===== config.mk =====
export PLATFORM = sky130hd
export DESIGN_NAME = ucodeCtrl
export DESIGN_NICKNAME = d
export VERILOG_FILES = /design/src/rtl/ucodePkg.sv /design/src/rtl/ucodeStore.sv /design/src/rtl/ucodeSeq.sv /design/src/rtl/ucodeDecode.sv /design/src/rtl/ucodeCtrl.sv
export SDC_FILE = /design/constraint.sdc
export NUM_CORES = 1
export LEC_CHECK = 0
export BUFFER_PORTS_ARGS = -buffer_cell sky130_fd_sc_hd__buf_2
export CORE_MARGIN = 5
export CORE_UTILIZATION = 34
export CTS_CLUSTER_SIZE = 25
export DETAILED_ROUTE_END_ITERATION = 10
export SETUP_SLACK_MARGIN = 0.15
export SLEW_MARGIN = 20
export SYNTH_ARGS = -nofsm -noshare
export SYNTH_HDL_FRONTEND = slang
export SYNTH_SLANG_ARGS = --single-unit

===== constraint.sdc =====
create_clock -name clk -period 2.45 [get_ports clk]
set_input_delay 0.1225 -clock clk [delete_from_list [all_inputs] [get_ports clk]]
set_output_delay 0.1225 -clock clk [all_outputs]
set_load 0.1 [all_outputs]

===== src/rtl/ucodePkg.sv =====
package ucodePkg;
  localparam int UADDR_W = 4;
  localparam int OPC_W   = 6;
  localparam int CAUSE_W = 4;

  typedef enum logic [1:0] {SEQ_FETCH = 2'b00, SEQ_DISP = 2'b01, SEQ_NEXT = 2'b10, SEQ_OVCHK = 2'b11} seqT;
  typedef enum logic [1:0] {ALU_ADD = 2'b00, ALU_SUB = 2'b01, ALU_FUNC = 2'b10, ALU_OR = 2'b11} aluOpT;
  typedef enum logic [2:0] {SELB_RT = 3'b000, SELB_FOUR = 3'b001, SELB_SX = 3'b010,
                            SELB_SXSH = 3'b011, SELB_ZX = 3'b100} selBT;
  typedef enum logic [1:0] {DST_NONE = 2'b00, DST_TGT = 2'b01, DST_RD = 2'b10, DST_RT = 2'b11} dstT;
  typedef enum logic [2:0] {MEM_NONE = 3'd0, MEM_RDPC = 3'd1, MEM_RDALU = 3'd2, MEM_WRALU = 3'd3,
                            MEM_LDRT = 3'd4, MEM_EXCRI = 3'd5, MEM_EXCOV = 3'd6} memT;
  typedef enum logic [1:0] {PCW_NONE = 2'b00, PCW_ALU = 2'b01, PCW_COND = 2'b10, PCW_JUMP = 2'b11} pcCtlT;

  // 16-bit encoded microword
  typedef struct packed {
    aluOpT aluOp;
    logic  selA;
    selBT  selB;
    dstT   dest;
    memT   mem;
    logic  irWr;
    pcCtlT pcCtl;
    seqT   seq;
  } uWordT;

  // Strobes from decode to the datapath side
  typedef struct packed {
    logic [1:0]         aluOp;
    logic               aluSelA;
    logic [2:0]         aluSelB;
    logic [1:0]         pcSrc;
    logic               pcLoad;
    logic               irWrite;
    logic               memRead;
    logic               memWrite;
    logic               iorD;
    logic               regWrite;
    logic               regDst;
    logic               memToReg;
    logic               targetWrite;
    logic               excEntry;
    logic [CAUSE_W-1:0] excCause;
  } ctrlT;

  localparam logic [UADDR_W-1:0] UA_FETCH = 4'd0,  UA_DECODE = 4'd1,  UA_REXE = 4'd2,  UA_RWB  = 4'd3;
  localparam logic [UADDR_W-1:0] UA_ORI   = 4'd4,  UA_ORIWB  = 4'd5,  UA_LWA  = 4'd6,  UA_LWM  = 4'd7;
  localparam logic [UADDR_W-1:0] UA_LWWB  = 4'd8,  UA_SWA    = 4'd9,  UA_SWM  = 4'd10, UA_BEQ  = 4'd11;
  localparam logic [UADDR_W-1:0] UA_UNDEF = 4'd12, UA_JMP    = 4'd13, UA_OVF  = 4'd14;

  localparam logic [OPC_W-1:0] OP_RTYPE = 6'd0, OP_ORI = 6'd13, OP_LW = 6'd35;
  localparam logic [OPC_W-1:0] OP_SW = 6'd43, OP_BEQ = 6'd4, OP_JMP = 6'd2;

  localparam logic [CAUSE_W-1:0] CAUSE_RI = 4'd10, CAUSE_OVF = 4'd12;
endpackage


===== src/rtl/ucodeStore.sv =====
module ucodeStore
  import ucodePkg::*;
(
  input  logic [UADDR_W-1:0] upc,
  input  logic [OPC_W-1:0]   opcode,
  output uWordT              uWord,
  output logic [UADDR_W-1:0] dispAddr
);
  localparam int STORE_DEPTH = 1 << UADDR_W;
  localparam int DISP_DEPTH  = 1 << OPC_W;

  function automatic uWordT microcode(input logic [UADDR_W-1:0] a);
    uWordT w;
    w = '{ALU_ADD, 1'b0, SELB_RT, DST_NONE, MEM_NONE, 1'b0, PCW_NONE, SEQ_FETCH};
    case (a)
      UA_FETCH:  w = '{ALU_ADD,  1'b0, SELB_FOUR, DST_NONE, MEM_RDPC,  1'b1, PCW_ALU,  SEQ_NEXT};
      UA_DECODE: w = '{ALU_ADD,  1'b0, SELB_SXSH, DST_TGT,  MEM_NONE,  1'b0, PCW_NONE, SEQ_DISP};
      UA_REXE:   w = '{ALU_FUNC, 1'b1, SELB_RT,   DST_NONE, MEM_NONE,  1'b0, PCW_NONE, SEQ_OVCHK};
      UA_RWB:    w = '{ALU_FUNC, 1'b1, SELB_RT,   DST_RD,   MEM_NONE,  1'b0, PCW_NONE, SEQ_FETCH};
      UA_ORI:    w = '{ALU_OR,   1'b1, SELB_ZX,   DST_NONE, MEM_NONE,  1'b0, PCW_NONE, SEQ_NEXT};
      UA_ORIWB:  w = '{ALU_OR,   1'b1, SELB_ZX,   DST_RT,   MEM_NONE,  1'b0, PCW_NONE, SEQ_FETCH};
      UA_LWA:    w = '{ALU_ADD,  1'b1, SELB_SX,   DST_NONE, MEM_NONE,  1'b0, PCW_NONE, SEQ_NEXT};
      UA_LWM:    w = '{ALU_ADD,  1'b1, SELB_SX,   DST_NONE, MEM_RDALU, 1'b0, PCW_NONE, SEQ_NEXT};
      UA_LWWB:   w = '{ALU_ADD,  1'b1, SELB_SX,   DST_NONE, MEM_LDRT,  1'b0, PCW_NONE, SEQ_FETCH};
      UA_SWA:    w = '{ALU_ADD,  1'b1, SELB_SX,   DST_NONE, MEM_NONE,  1'b0, PCW_NONE, SEQ_NEXT};
      UA_SWM:    w = '{ALU_ADD,  1'b1, SELB_SX,   DST_NONE, MEM_WRALU, 1'b0, PCW_NONE, SEQ_FETCH};
      UA_BEQ:    w = '{ALU_SUB,  1'b1, SELB_RT,   DST_NONE, MEM_NONE,  1'b0, PCW_COND, SEQ_FETCH};
      UA_UNDEF:  w = '{ALU_ADD,  1'b0, SELB_RT,   DST_NONE, MEM_EXCRI, 1'b0, PCW_NONE, SEQ_FETCH};
      UA_JMP:    w = '{ALU_ADD,  1'b0, SELB_RT,   DST_NONE, MEM_NONE,  1'b0, PCW_JUMP, SEQ_FETCH};
      UA_OVF:    w = '{ALU_ADD,  1'b0, SELB_RT,   DST_NONE, MEM_EXCOV, 1'b0, PCW_NONE, SEQ_FETCH};
      default:   w = '{ALU_ADD,  1'b0, SELB_RT,   DST_NONE, MEM_NONE,  1'b0, PCW_NONE, SEQ_FETCH};
    endcase
    return w;
  endfunction

  function automatic logic [UADDR_W-1:0] entryFor(input logic [OPC_W-1:0] op);
    case (op)
      OP_RTYPE: return UA_REXE;
      OP_ORI:   return UA_ORI;
      OP_LW:    return UA_LWA;
      OP_SW:    return UA_SWA;
      OP_BEQ:   return UA_BEQ;
      OP_JMP:   return UA_JMP;
      default:  return UA_UNDEF;
    endcase
  endfunction

  // Constant tables filled from the two functions
  uWordT              storeRom [STORE_DEPTH];
  logic [UADDR_W-1:0] dispRom  [DISP_DEPTH];

  for (genvar i = 0; i < STORE_DEPTH; i++) begin : gStore
    assign storeRom[i] = microcode(UADDR_W'(i));
  end
  for (genvar j = 0; j < DISP_DEPTH; j++) begin : gDisp
    assign dispRom[j] = entryFor(OPC_W'(j));
  end

  assign uWord    = storeRom[upc];
  assign dispAddr = dispRom[opcode];
endmodule


===== src/rtl/ucodeSeq.sv =====
module ucodeSeq
  import ucodePkg::*;
(
  input  logic               clk,
  input  logic               rst,
  input  seqT                seqSel,
  input  logic [UADDR_W-1:0] dispAddr,
  input  logic               aluOvf,
  output logic [UADDR_W-1:0] upc
);
  logic [UADDR_W-1:0] nextUpc;

  always_comb begin
    case (seqSel)
      SEQ_FETCH: nextUpc = UA_FETCH;
      SEQ_DISP:  nextUpc = dispAddr;
      SEQ_NEXT:  nextUpc = upc + 1'b1;
      default:   nextUpc = aluOvf ? UA_OVF : upc + 1'b1;
    endcase
  end

  always_ff @(posedge clk) begin
    if (rst) upc <= UA_FETCH;
    else     upc <= nextUpc;
  end

  assert_seq_fetch_R3: assert property (@(posedge clk) disable iff (rst)
    seqSel == SEQ_FETCH |=> upc == UA_FETCH);
  assert_seq_disp_R3: assert property (@(posedge clk) disable iff (rst)
    seqSel == SEQ_DISP |=> upc == $past(dispAddr));
  assert_seq_next_R3: assert property (@(posedge clk) disable iff (rst)
    seqSel == SEQ_NEXT |=> upc == $past(upc) + 4'd1);
  assert_ovf_divert_R9: assert property (@(posedge clk) disable iff (rst)
    (seqSel == SEQ_OVCHK && aluOvf) |=> upc == UA_OVF);
endmodule


===== src/rtl/ucodeDecode.sv =====
module ucodeDecode
  import ucodePkg::*;
(
  input  uWordT uWord,
  input  logic  aluZero,
  output ctrlT  ctl
);
  always_comb begin
    ctl             = '0;
    ctl.aluOp       = uWord.aluOp;
    ctl.aluSelA     = uWord.selA;
    ctl.aluSelB     = uWord.selB;
    ctl.irWrite     = uWord.irWr;
    case (uWord.pcCtl)
      PCW_COND: ctl.pcSrc = 2'b01;
      PCW_JUMP: ctl.pcSrc = 2'b10;
      default:  ctl.pcSrc = 2'b00;
    endcase
    ctl.pcLoad      = (uWord.pcCtl == PCW_ALU) || (uWord.pcCtl == PCW_JUMP)
                      || ((uWord.pcCtl == PCW_COND) && aluZero);
    ctl.memRead     = (uWord.mem == MEM_RDPC) || (uWord.mem == MEM_RDALU);
    ctl.memWrite    = (uWord.mem == MEM_WRALU);
    ctl.iorD        = (uWord.mem == MEM_RDALU) || (uWord.mem == MEM_WRALU);
    ctl.memToReg    = (uWord.mem == MEM_LDRT);
    ctl.regWrite    = (uWord.dest == DST_RD) || (uWord.dest == DST_RT) || (uWord.mem == MEM_LDRT);
    ctl.regDst      = (uWord.dest == DST_RD);
    ctl.targetWrite = (uWord.dest == DST_TGT);
    ctl.excEntry    = (uWord.mem == MEM_EXCRI) || (uWord.mem == MEM_EXCOV);
    if (uWord.mem == MEM_EXCRI)      ctl.excCause = CAUSE_RI;
    else if (uWord.mem == MEM_EXCOV) ctl.excCause = CAUSE_OVF;
    else                             ctl.excCause = '0;
  end
endmodule


===== src/rtl/ucodeCtrl.sv =====
module ucodeCtrl
  import ucodePkg::*;
(
  input  logic               clk,
  input  logic               rst,
  input  logic [OPC_W-1:0]   opcode,
  input  logic               aluZero,
  input  logic               aluOvf,
  output logic [1:0]         aluOp,
  output logic               aluSelA,
  output logic [2:0]         aluSelB,
  output logic [1:0]         pcSrc,
  output logic               pcLoad,
  output logic               irWrite,
  output logic               memRead,
  output logic               memWrite,
  output logic               iorD,
  output logic               regWrite,
  output logic               regDst,
  output logic               memToReg,
  output logic               targetWrite,
  output logic               excEntry,
  output logic [CAUSE_W-1:0] excCause,
  output logic [UADDR_W-1:0] uAddr
);
  uWordT              uWord;
  logic [UADDR_W-1:0] dispAddr;
  logic [UADDR_W-1:0] upc;
  ctrlT               ctl;

  ucodeStore uStore (.upc(upc), .opcode(opcode), .uWord(uWord), .dispAddr(dispAddr));
  ucodeSeq   uSeq   (.clk(clk), .rst(rst), .seqSel(uWord.seq), .dispAddr(dispAddr),
                     .aluOvf(aluOvf), .upc(upc));
  ucodeDecode uDec  (.uWord(uWord), .aluZero(aluZero), .ctl(ctl));

  assign aluOp       = ctl.aluOp;
  assign aluSelA     = ctl.aluSelA;
  assign aluSelB     = ctl.aluSelB;
  assign pcSrc       = ctl.pcSrc;
  assign pcLoad      = ctl.pcLoad;
  assign irWrite     = ctl.irWrite;
  assign memRead     = ctl.memRead;
  assign memWrite    = ctl.memWrite;
  assign iorD        = ctl.iorD;
  assign regWrite    = ctl.regWrite;
  assign regDst      = ctl.regDst;
  assign memToReg    = ctl.memToReg;
  assign targetWrite = ctl.targetWrite;
  assign excEntry    = ctl.excEntry;
  assign excCause    = ctl.excCause;
  assign uAddr       = upc;

  assert_fetch_word_R2: assert property (@(posedge clk) disable iff (rst)
    upc == UA_FETCH |-> (irWrite && memRead && !iorD && pcLoad && pcSrc == 2'b00 && aluSelB == 3'b001));
  assert_fetch_to_decode_R2: assert property (@(posedge clk) disable iff (rst)
    upc == UA_FETCH |=> upc == UA_DECODE);
  assert_cond_pc_R8: assert property (@(posedge clk) disable iff (rst)
    upc == UA_BEQ |-> pcLoad == aluZero);
  assert_no_ovf_wb_R9: assert property (@(posedge clk) disable iff (rst)
    (upc == UA_REXE && aluOvf) |=> !regWrite);
  assert_exc_return_R10: assert property (@(posedge clk) disable iff (rst)
    excEntry |=> upc == UA_FETCH);
  assert_store_no_wr_R11: assert property (@(posedge clk) disable iff (rst)
    memWrite |-> !regWrite);
endmodule


# [Word level (Yosys, flattened, before mapping)]
# Memories as Yosys holds them, arrays and structs flattened.
# Cells that the tools add are included.
[totals] rom_bits=512 register_bits=4 wordCells=40 in_bits=10 output_inout_bits=26 mem_count=2
[mem_list] memory="(no name shown)" depth=16 width=16 read_ports=1 rd_clocked_by_memory_dff=0 wr=0 line_no="ucodeStore.sv:59" source="assign uWord = storeRom[upc];"
[mem_list] memory="(no name shown)" depth=64 width=4 read_ports=1 rd_clocked_by_memory_dff=0 wr=0 line_no="ucodeStore.sv:60" source="assign dispAddr = dispRom[opcode];"
[classes] order_cmp=2 eq_ne=14 n_bitwise=2 muxes=9 n_addsub=1 reduce_logical=9
[ops] op="16-bit two-way mux" count=2
[ops] op="4-bit two-way mux" count=5
[ops] op="4-bit case mux with 3 select lines" count=1
[ops] op="2-bit equality test (second input constant)" count=5
[ops] op="3-bit equality test (second input constant)" count=3
[ops] op="7-bit greater-or-equal comparator (second input constant)" count=1
[ops] op="1-bit logical OR" count=7
[ops] op="6-bit NOT with 7-bit output" count=1
[ops] op="2-bit by 1-bit equality test with 1-bit output (second input constant)" count=3
[ops] op="3-bit by 2-bit equality test with 1-bit output (second input constant)" count=2
[ops] op="5-bit greater-or-equal comparator (second input constant)" count=1
[ops] op="4-bit NOT with 5-bit output" count=1
[ops] op="4-bit by 1-bit adder with 4-bit output (second input constant)" count=1
[ops] op="2-bit case mux with 2 select lines" count=1
[ops] op="3-bit by 1-bit equality test with 1-bit output (second input constant)" count=1
[ops] op="2-bit zero test" count=1
[ops] op="1-bit logical AND" count=1

# [Depth between registers and ports, before layout]
[logic_depth] word_depth=7 depth_mapped=6 depth_no_buf=6

# [Hierarchy]
# From an unflattened synthesis, not the netlist that was laid out.
[hier_totals] hier_cells=104 area_unflattened_um2=767.0
[modules_own_cells] mod="ucodeStore" instances=1 cells_each=60 area_each_um2=397.9
[modules_own_cells] mod="ucodeSeq" instances=1 cells_each=20 area_each_um2=188.9
[modules_own_cells] mod="ucodeDecode" instances=1 cells_each=24 area_each_um2=180.2

# [Worst setup path after synthesis]
# Ideal clock, no wire load.
[synth_path] path_type="flip-flop to output port" startpoint="register uSeq.upc[1]" endpoint="output port regDst" n_path_buf=0 required_ns=2.328 path_stages_with_launch=4 path_slack_ns=-2.351 t_arrival_ns=4.678 path_cell_list="dfxtp_1 inv_1 ha_1 nor4b_1"
[synth_between] elab_chain_len=5
[synth_rtl] element="start, declared" line_no="ucodeSeq.sv:9" source="output logic [UADDR_W-1:0] upc"
[synth_rtl] element="start signal, assigned" line_no="ucodeSeq.sv:24" source="else upc <= nextUpc;"
[synth_rtl] element="4-bit NOT with 5-bit output (implied by the code)" line_no="ucodeStore.sv:59"
[synth_rtl] element="memory read 16 x 16 bit"
[synth_rtl] element="16-bit two-way mux (implied by the code) (2 in series)" line_no="ucodeStore.sv:59"
[synth_rtl] element="2-bit equality test" line_no="ucodeDecode.sv:26" source="ctl.regDst = (uWord.dest == DST_RD);"
[synth_rtl] element="end, declared" line_no="ucodeCtrl.sv:19" source="output logic regDst,"
# Every way passes these cells. The select of a mux whose other input is x is not followed.

# [Worst setup path after layout]
[layout_path] startpoint="register uSeq.upc[1]" endpoint="output port regWrite"
[layout_between] elab_chain_len=7 elab_cells_between_ends=9
[layout_rtl] element="4-bit NOT with 5-bit output (implied by the code) (*)" line_no="ucodeStore.sv:59"
[layout_rtl] element="memory read 16 x 16 bit (*)"
[layout_rtl] element="16-bit two-way mux (implied by the code) (*) (2 in series)" line_no="ucodeStore.sv:59"
[layout_rtl] element="2-bit equality test" line_no="ucodeDecode.sv:25" source="ctl.regWrite = (uWord.dest == DST_RD) || (uWord.dest == DST_RT) || (uWord.mem == MEM_LDRT);"
[layout_rtl] element="1-bit logical OR" line_no="ucodeDecode.sv:25"
[layout_rtl] element="1-bit logical OR (*)" line_no="ucodeDecode.sv:25"
[layout_rtl] element="end, declared" line_no="ucodeCtrl.sv:18" source="output logic regWrite,"
# Mark *: on every way between the ends. The rest lies on a longest branch, timed or not. The select of a mux whose other input is x is not followed.

==> flow_metrics.tcl <==
set metrics [dict create \
    design.die.area_um2 3130 \
    final_common_cell "buf_2" \
    finalCritPeriodShare_pct 83.6 \
    dr.pass1.iters 4 \
    reg2reg_depth 6 \
    hold_class "in2reg" \
    synth-seq-cells 4 \
    fin_nets 154 \
    ioPinCount 36 \
    setup.worst_path.end "regWrite" \
    ant_nets 0 \
    grt_pass1_wl_mm 3.28 \
    grt.busiest_layer "met2" \
    cp.buffers_inverters 2 \
    grt_util_met1_pct 14.9 \
    largest-register "uSeq.upc" \
    antenna_found_initial 0 \
    regArea_um2 95.1 \
    rows 16 \
    required_ns 2.33 \
    cts.sinks 4 \
    track_usage_pct 12.5 \
    portBuffers 34 \
    crit_fanout 7 \
    fin_tns_setup_ns 0 \
    synth.net_count 121 \
    fmax_ghz 0.488 \
    grt_pass1_vias 740 \
    grt_max_degree 32 \
    rr_endpoint "uSeq.upc[2]" \
    crit_chain "inv_1 > ha_1 > nor2b_1 > and3b_2 > o21bai_2 > clkbuf_4" \
    drv_cap 0 \
    worstReg2RegStart "uSeq.upc[1]" \
    routabilityCongestion 0.790 \
    syn_avg_cell_area_um2 7.18 \
    ys_warn_count 0 \
    coreArea_um2 1980 \
    ctsRootBufferMaster "clkbuf_4" \
    finalSetupViolCount 0 \
    finalClockSkew_ns 0.000131 \
    cpLargestDelayFamily "buffers and inverters" \
    endpoint_kind "output pin" \
    post-route-util_pct 52.4 \
    largestRegisters "uSeq.upc (4)" \
    hold_violations 0 \
    viasPerCell 5.08 \
    drc 0 \
    antenna_cells 0 \
    fill_cells 193 \
    rsz0062_at_grt "no" \
    synth_area_um2 718 \
    arrival_ns 1.93 \
    path_clk_slew_ns 0.04 \
    grtUsageMet2_pct 21.7 \
    period_needed_ns 2.05 \
    routedWlPerCell_um 12.4 \
    cp_slowest_cell "dfxtp_4" \
    drive_above_1_share_pct 46.6 \
    cp_slowest_stage_delay_ns 0.35 \
    cp-start-kind "register" \
    drtIter0Drc 17 \
    layout_common_cells "buf_2 (33), ha_1 (11), nand2_1 (8), a21oi_1 (6), inv_1 (5)" \
    r2r_slack_ns 0.61 \
    crit_type "reg2out" \
    yosysSeqAreaShare_pct 11.1 \
    clockBufferDepth 2 \
    numCtsBuffers 3 \
    use_met3_pct 4.41 \
    overflow 0 \
    status "finished clean" \
    synth_cells 100 \
    worstSetupStartpoint "uSeq.upc[1]" \
    multi_input_area_um2 696 \
    start_util_pct 36.2 \
    hpwl_mm 1.52 \
    die_h_um 56.0 \
    syn2layout_area_growth_pct 44.6 \
    crit_cells 6 \
    finalMaxSlewViolations 0 \
    vias 803 \
    synth.distinct_cells 37 \
    h-tree-depth 1 \
    die_w_um 56.0 \
    routed_wl_mm 1.96 \
    largest_register_ffs 4 \
    clkLatencyLatePin_ns 0.23 \
    cts_tree "done" \
]
[layer usage]
| metal | part of all wire (%) | wire, µm |
|---|---|---|
| met2 | 47 | 927 |
| met5 | 0 | 0 |
| met1 | 45 | 876 |
| met4 | 0 | 0 |
| met3 | 7.7 | 151 |
[area by class of cell]
cell class / count / area share (%)
Inverter: 5 / 1.81
Tap cell: 27 / 3.25
Timing Repair Buffer: 34 / 16.6
Clock buffer: 3 / 2.17
Multi-Input combinational cell: 85 / 67.0
Sequential cell: 4 / 9.16
[how the worst min path moves through the flow]
| stage | startpoint | to | slack [ns] | cells after the start |
|---|---|---|---|---|
| 6_report | rst | uSeq.upc[2] | 0.12 | 2 |
| 3_3_place_gp | rst | uSeq.upc[2] | 0.34 | 2 |
| 4_1_cts | rst | uSeq.upc[2] | 0.11 | 2 |
| 5_1_grt | rst | uSeq.upc[2] | 0.12 | 2 |
| 3_5_place_dp | rst | uSeq.upc[2] | 0.35 | 2 |
| 2_1_floorplan | rst | uSeq.upc[2] | 0.18 | 1 |
[cell usage after synthesis (all sizes together)]
library cell,number,area share (%)
inv,5,2.6
a311oi,1,1.2
o21a,1,1.0
a21oi,10,7.5
or4,2,2.1
a211o,1,1.2
nor3b,2,2.1
ha,11,19
or3,3,2.6
nor2b,6,5.2
clkbuf,3,1.6
o31ai,1,1.0
nand3b,2,2.1
nor3,1,0.70
a31oi,2,1.7
and3,2,1.7
nand4,1,0.87
nand3,4,2.8
nand2b,3,2.6
o21ai,3,2.1
nor2,7,3.7
nor4b,2,2.4
xnor2,1,1.2
mux2i,1,1.4
dfxtp,4,11
nand4b,1,1.2
conb,1,0.52
o22ai,3,2.6
a21o,1,1.0
and3b,1,1.2
o21bai,3,3.7
nand2,8,4.2
buf,3,3.7
[worst register-to-register path: stages (launching register included)]
cell and delay [ns]:
dfxtp_4 0.36, inv_1 0.11, ha_1 0.30, a21oi_1 0.21, a21oi_2 0.12, or4_1 0.53, a21oi_1 0.13
[what timing repair did]
item                                    in CTS  in global routing
setup buffers                                0                  0
endpoints found under the setup margin       0                  1
endpoints found under the hold margin        0                  0
resized for setup                            0                  1
hold buffers                                 0                  0
[metrics by stage]
step / setup slack [ns] / instances / hold WS, ns / instance area (µm²)
after floorplan: 0.166 / 100 / 0.182 / 853
after global placement: 0.616 / 155 / 0.344 / 1010
after detailed placement: 0.539 / 155 / 0.349 / 1010
after CTS: 0.284 / 158 / 0.106 / 1040
after global routing: 0.243 / 158 / 0.120 / 1040
final: 0.401 / 158 / 0.117 / 1040
[cells by family (layout without fill, tap and decap cells)]
logic type / Yosys count / after routing / share of synthesized area, %
AND/OR/NAND/NOR: 45 / 45 / 35.5
AO/OA/AOI/OAI: 26 / 26 / 23.2
adder cells (fa/ha/maj): 11 / 11 / 19.2
buffers and inverters: 11 / 42 / 7.84
flip-flops: 4 / 4 / 11.2
other: 1 / 1 / 0.522
XOR/XNOR: 1 / 1 / 1.22
multiplexers: 1 / 1 / 1.39
Power is not shown: default switching activity piles up to over one toggle a cycle in this logic, so the estimate is an artifact.
